==> src/rtl/xeq_pkg.sv <==
package xeq_pkg;
  localparam logic [5:0] OPC_EXECUTE = 6'o23;

  typedef enum logic [1:0] {
    CLS_PLAIN  = 2'b00,
    CLS_BRANCH = 2'b01,
    CLS_SKIP   = 2'b10,
    CLS_EXEC   = 2'b11
  } xeq_class_e;

  typedef enum logic [1:0] {
    ST_IDLE  = 2'b00,
    ST_FETCH = 2'b01,
    ST_DATA  = 2'b10,
    ST_RUN   = 2'b11
  } xeq_state_e;
endpackage

==> src/rtl/xeq_depth.sv <==
module xeq_depth #(
  parameter int MAX_DEPTH = 255,
  localparam int DEPTH_W = $clog2(MAX_DEPTH + 1)
) (
  input  logic clk,
  input  logic rst_n,
  input  logic clr,
  input  logic inc,
  output logic at_limit
);
  logic [DEPTH_W-1:0] depth_q;

  always_ff @(posedge clk or negedge rst_n) begin
    if (!rst_n)   depth_q <= '0;
    else if (clr) depth_q <= '0;
    else if (inc) depth_q <= depth_q + 1'b1;
  end

  assign at_limit = (depth_q == DEPTH_W'(MAX_DEPTH));

  a_r9_depth_cap: assert property (@(posedge clk) disable iff (!rst_n)
    at_limit |-> !inc);
  a_r9_depth_range: assert property (@(posedge clk) disable iff (!rst_n)
    depth_q <= DEPTH_W'(MAX_DEPTH));
endmodule

==> src/rtl/xeq_resolve.sv <==
module xeq_resolve
  import xeq_pkg::*;
#(
  parameter int AW = 14
) (
  input  logic [AW-1:0] saved_pc,
  input  logic [1:0]    dec_class,
  input  logic [AW-1:0] dec_ea,
  input  logic          dec_skip,
  output logic [AW-1:0] res_pc,
  output logic          res_final
);
  function automatic logic [AW-1:0] seq_return(input logic [AW-1:0] base,
                                               input logic take_skip);
    return base + (take_skip ? AW'(2) : AW'(1));
  endfunction

  xeq_class_e cls;
  assign cls = xeq_class_e'(dec_class);

  always_comb begin
    res_final = 1'b1;
    res_pc    = seq_return(saved_pc, 1'b0);
    case (cls)
      CLS_PLAIN:  res_pc = seq_return(saved_pc, 1'b0);
      CLS_BRANCH: res_pc = dec_ea;
      CLS_SKIP:   res_pc = seq_return(saved_pc, dec_skip);
      CLS_EXEC: begin
        res_pc    = dec_ea;
        res_final = 1'b0;
      end
      default:    res_final = 1'b1;
    endcase
  end
endmodule

==> src/rtl/xeq_ctrl.sv <==
module xeq_ctrl
  import xeq_pkg::*;
#(
  parameter int AW = 14
) (
  input  logic          clk,
  input  logic          rst_n,
  input  logic          start,
  input  logic [AW-1:0] start_pc,
  input  logic [AW-1:0] start_ea,
  input  logic          dec_valid,
  input  logic [AW-1:0] dec_ea,
  input  logic          res_final,
  input  logic [AW-1:0] res_pc,
  input  logic          at_limit,
  output logic          busy,
  output logic          fetch,
  output logic          data_ok,
  output logic [AW-1:0] fetch_addr,
  output logic [AW-1:0] saved_pc,
  output logic          chain_inc,
  output logic          pc_load,
  output logic [AW-1:0] pc_next,
  output logic          trap
);
  xeq_state_e state_q;
  logic [AW-1:0] saved_q, addr_q, next_q;
  logic load_q, trap_q;
  logic accept;

  assign accept    = (state_q == ST_RUN) && dec_valid;
  assign chain_inc = accept && !res_final && !at_limit;

  always_ff @(posedge clk or negedge rst_n) begin
    if (!rst_n) begin
      state_q <= ST_IDLE;
      saved_q <= '0;
      addr_q  <= '0;
      next_q  <= '0;
      load_q  <= 1'b0;
      trap_q  <= 1'b0;
    end else begin
      load_q <= 1'b0;
      trap_q <= 1'b0;
      case (state_q)
        ST_IDLE: if (start) begin
          saved_q <= start_pc;
          addr_q  <= start_ea;
          state_q <= ST_FETCH;
        end
        ST_FETCH: state_q <= ST_DATA;
        ST_DATA:  state_q <= ST_RUN;
        ST_RUN: if (accept) begin
          if (res_final) begin
            load_q  <= 1'b1;
            next_q  <= res_pc;
            state_q <= ST_IDLE;
          end else if (at_limit) begin
            trap_q  <= 1'b1;
            state_q <= ST_IDLE;
          end else begin
            addr_q  <= dec_ea;
            state_q <= ST_FETCH;
          end
        end
        default: state_q <= ST_IDLE;
      endcase
    end
  end

  assign busy       = (state_q != ST_IDLE);
  assign fetch      = (state_q == ST_FETCH);
  assign data_ok    = (state_q == ST_DATA);
  assign fetch_addr = addr_q;
  assign saved_pc   = saved_q;
  assign pc_load    = load_q;
  assign pc_next    = next_q;
  assign trap       = trap_q;

  a_r3_fetch_then_data: assert property (@(posedge clk) disable iff (!rst_n)
    fetch |=> data_ok);
  a_r4_saved_hold: assert property (@(posedge clk) disable iff (!rst_n)
    (busy && $past(busy)) |-> $stable(saved_pc));
  a_r4_no_load_busy: assert property (@(posedge clk) disable iff (!rst_n)
    pc_load |-> !busy);
  a_r5_single_load: assert property (@(posedge clk) disable iff (!rst_n)
    pc_load |=> !pc_load);
  a_r9_trap_alone: assert property (@(posedge clk) disable iff (!rst_n)
    trap |-> (!pc_load && !busy));
endmodule

==> src/rtl/xeq_sequencer.sv <==
module xeq_sequencer
  import xeq_pkg::*;
#(
  parameter int AW        = 14,
  parameter int DW        = 24,
  parameter int OPW       = 6,
  parameter int MAX_DEPTH = 255
) (
  input  logic           clk,
  input  logic           rst_n,
  input  logic           issue_valid,
  input  logic [OPW-1:0] issue_opcode,
  input  logic [AW-1:0]  issue_pc,
  input  logic [AW-1:0]  issue_ea,
  output logic           mem_req,
  output logic [AW-1:0]  mem_addr,
  input  logic [DW-1:0]  mem_rdata,
  output logic           tgt_valid,
  output logic [DW-1:0]  tgt_word,
  input  logic           dec_valid,
  input  logic [1:0]     dec_class,
  input  logic [AW-1:0]  dec_ea,
  input  logic           dec_skip,
  output logic           busy,
  output logic [AW-1:0]  saved_pc,
  output logic           pc_load,
  output logic [AW-1:0]  pc_next,
  output logic           trap
);
  logic exec_hit, start;
  logic res_final, at_limit, chain_inc;
  logic [AW-1:0] res_pc;

  assign exec_hit = issue_valid && (issue_opcode == OPW'(OPC_EXECUTE));
  assign start    = exec_hit && !busy;

  xeq_resolve #(.AW(AW)) u_resolve (
    .saved_pc (saved_pc),
    .dec_class(dec_class),
    .dec_ea   (dec_ea),
    .dec_skip (dec_skip),
    .res_pc   (res_pc),
    .res_final(res_final)
  );

  xeq_depth #(.MAX_DEPTH(MAX_DEPTH)) u_depth (
    .clk     (clk),
    .rst_n   (rst_n),
    .clr     (start),
    .inc     (chain_inc),
    .at_limit(at_limit)
  );

  xeq_ctrl #(.AW(AW)) u_ctrl (
    .clk       (clk),
    .rst_n     (rst_n),
    .start     (start),
    .start_pc  (issue_pc),
    .start_ea  (issue_ea),
    .dec_valid (dec_valid),
    .dec_ea    (dec_ea),
    .res_final (res_final),
    .res_pc    (res_pc),
    .at_limit  (at_limit),
    .busy      (busy),
    .fetch     (mem_req),
    .data_ok   (tgt_valid),
    .fetch_addr(mem_addr),
    .saved_pc  (saved_pc),
    .chain_inc (chain_inc),
    .pc_load   (pc_load),
    .pc_next   (pc_next),
    .trap      (trap)
  );

  assign tgt_word = mem_rdata;

  a_r2_idle_quiet: assert property (@(posedge clk) disable iff (!rst_n)
    !busy |-> (!mem_req && !tgt_valid));
  a_r10_issue_busy: assert property (@(posedge clk) disable iff (!rst_n)
    (exec_hit && busy) |=> $stable(saved_pc));
endmodule

==> config.mk <==
export PLATFORM = sky130hd
export DESIGN_NAME = xeq_sequencer
export DESIGN_NICKNAME = d
export VERILOG_FILES = /design/src/rtl/xeq_pkg.sv /design/src/rtl/xeq_depth.sv /design/src/rtl/xeq_resolve.sv /design/src/rtl/xeq_ctrl.sv /design/src/rtl/xeq_sequencer.sv
export SDC_FILE = /design/constraint.sdc
export NUM_CORES = 1
export LEC_CHECK = 0
export ABC_AREA = 1
export BUFFER_PORTS_ARGS = -buffer_cell sky130_fd_sc_hd__buf_2
export CORE_ASPECT_RATIO = 0.8
export CORE_MARGIN = 2
export CORE_UTILIZATION = 43
export CTS_CLUSTER_DIAMETER = 100
export CTS_CLUSTER_SIZE = 10
export DETAILED_ROUTE_END_ITERATION = 8
export PLACE_DENSITY_LB_ADDON = 0.1
export SLEW_MARGIN = 15
export SYNTH_ARGS = -nofsm -noshare
export SYNTH_HDL_FRONTEND = slang
export SYNTH_SLANG_ARGS = --single-unit
==> constraint.sdc <==
create_clock -name clk -period 1.7 [get_ports clk]
set_input_delay 0.085 -clock clk [delete_from_list [all_inputs] [get_ports clk]]
set_output_delay 0.085 -clock clk [all_outputs]
set_load 0.05 [all_outputs]
==> flow_summary.yaml <==
critical_path:
  critPathSlowestCell: "dfrtp_2"
  arrival_ps: 1830
  path_common_cell: "nand2_1"
  ff2ff_setup_slack_ps: 70
  r2r-end: "u_ctrl.pc_next[12]"
  max_stage_delay_ps: 390
  endpoint: "u_ctrl.pc_next[12]"
  reg2reg_from: "u_ctrl.saved_pc[0]"
  crit_path_start_kind: "flip-flop"
  path_depth: 10
  startpoint: "u_ctrl.saved_pc[0]"
  critPathTopFamily: "adder cells"
  r2r_cells: 10
  worstPathRequired_ps: 1900
  endpoint_kind: "flip-flop"
  crit_fanout: 3
  cp_num_buf_inv: 2
  critical_path_class: "reg -> reg"
  worstPathCellList: "ha_4, inv_2, fa_2, nor2_4, buf_4, nand3_1, nand2_1, nand3_2, nand2_1, nand2_1"
timing:
  relSlewSlack_pct: 69.49
  skew_ps: 7.061
  fmax_mhz: 614.0
  setup_viol: 0
  period_minus_slack_ps: 1629
  tns_ps: 0
  rsz0062_at_grt: "yes"
  worst_pin_slew_ps: 456.0
  hold_viol: 0
  fin_crit_sh_pct: 95.80
  drv_slew: 0
routing:
  wl_um: 7959
  postRouteAntennaNets: 0
  first_pass_iters: 4
  drc: 0
  vias: 2887
  via_per_inst: 4.796
  drt_iter0_markers: 115
  wl_per_cell_um: 13.22
global_route:
  grt_pass1_vias: 2601
  track_usage_pct: 19.03
  grt_max_degree: 40
  grt_first_pass_wirelength_um: 12590
  antenna_found_initial: 0
  overflow: 0
cells_and_area:
  mostFrequentLayoutCell: "nand2_1"
  antenna_cells: 0
  drive_gt1_share_pct: 32.03
  final_cell_mix: "nand2_1, buf_2, dfrtp_1"
  stdcell_count: 602
  finalInstanceArea_sq_um: 3906
  syn_to_final_growth_pct: 19.85
  nets: 599
yosys:
  yosysUniqueCellTypes: 29
  synth_warnings: 0
  synth_nets: 514
  netlist_instances: 426
  synth_top_cell_by_area: "dfrtp_1"
  yosysSeqAreaShare_pct: 41.46
  synth_area_leaders: "dfrtp_1, nand2_1, buf_4, nand3_1, inv_1"
  syn_avg_cell_area_sq_um: 7.651
  syn_area_sq_um: 3259
  ys_ff_latch: 54
  synth_top_area_share_pct: 41.46
die:
  fp.dieW_um: 101.3
  io-pin-count: 150
  placementRows: 28
  start_util_pct: 44.30
  fp.dieH_um: 81.87
  coreArea_sq_um: 7357
  dieArea_sq_um: 8297
cts:
  clk_pin_slew_ps: 100
  cts_tree: "yes"
  clockBufferDepth: 2
  htreeDepth: 2
  cts_num_sinks: 54
  clkLatencyLatePin_ps: 300
  numCtsBuffers: 5
  clock-root-buffer: "clkbuf_8"
power:
  power_mw: 6.884
  vdd_drop_max_mv: 0.6350
  power_leakage_nw: 2.187
  power_density_nw_per_um2: 1762
placement:
  gp_congestion: 0.8669
  place_area_sq_um: 3760
  numPortBuffers: 101
  post-place-cells: 591
  place_hpwl_um: 6129
run_status:
  status: "completed"
flow_run:
  maxCapViolCount: 0
hold_path:
  hp-class: "in -> reg"
metrics by stage:
stage | setup WS (ps) | hold slack (ps) | util [%]
finish | 71.32 | 14.54 | 53.10
global route | -28.12 | 14.85 | 53.10
CTS | 40.18 | 9.483 | 52.48
detailed placement | -36.76 | 35.54 | 51.11
global placement | -32.67 | 41.11 | 51.11
floorplan | -62.58 | -210.6 | -
metal layers:
metal	track usage, %	vias to the layer above	part of all wire, %
li1	-	1494	-
met1	30.11	1308	53
met2	27.48	81	42
met3	3.404	4	4.8
met4	2.432	0	0.50
met5	0	-	0
final cells by class:
class                      instances  area [sq um]
tap                               90         112.6
timing repair buffer             116         674.4
fill                             750          3451
clock buffer                       7         86.33
inverter                          42         161.4
sequential                        54          1355
multi-input combinational        292          1511
clock inverter                     1         5.005
worst min-delay path, delay by kind of cell:
family / cells / cell delay, ps
AOI/OAI and AO/OA: 1 / 70
buffers and inverters: 2 / 130
sequential cells by signal (all words and copies together), names as in the netlist:
signal / cells
u_ctrl.state_q: 2
u_ctrl.saved_pc: 14
u_ctrl.pc_next: 14
u_ctrl.trap: 1
u_ctrl.fetch_addr: 14
u_depth.depth_q: 8
u_ctrl.pc_load: 1
where the power goes:
part           internal (mW)  switching [mW]
Combinational           1.12            2.86
Clock                  0.330           0.424
Sequential              1.78           0.363
worst min-delay path by stage:
stage,startpoint,end,slack [ps],cells past startpoint
after floorplan,rst_n,u_ctrl.fetch_addr[0],-210,0
after global placement,rst_n,u_ctrl.state_q[0],40,1
after detailed placement,rst_n,u_ctrl.state_q[0],40,1
after CTS,issue_pc[3],u_ctrl.saved_pc[3],9,3
after global routing,issue_pc[0],u_ctrl.saved_pc[0],10,3
final,issue_pc[0],u_ctrl.saved_pc[0],10,3
synth_stat cells:
cell and count:
a21oi_1 29, and3_1 1, buf_12 2, buf_2 6, buf_4 25, buf_6 3, clkbuf_1 2, clkinv_1 1
dfrtp_1 54, fa_1 1, ha_1 8, inv_1 40, inv_2 1, nand2_1 125, nand2_2 9, nand2_4 2
nand3_1 31, nand3_2 1, nand4_1 5, nor2_1 36, nor2_2 2, nor3_1 6, o211ai_1 2, o21a_1 7
o21ai_0 13, o21ai_2 7, o21ai_4 1, or2_2 2, xor2_1 4
cells by family (layout without fill, tap and decap cells):
family / after synthesis / in the layout / share of synthesized area [%]
flops: 54 / 54 / 41.46
buf+inv: 80 / 166 / 14.01
compound gates: 59 / 59 / 10.90
xor+xnor: 4 / 4 / 1.075
simple gates: 220 / 220 / 28.87
fa+ha+maj: 9 / 9 / 3.685
repair_timing:
item / 4_1_cts / 5_1_grt
buffers inserted: 0 / 2
gates resized for setup: 0 / 11
hold endpoints to repair: 15 / 0
setup endpoints to repair: 0 / 22
hold buffers: 1 / 0
Note: power is estimated with default switching activity, not from simulation.
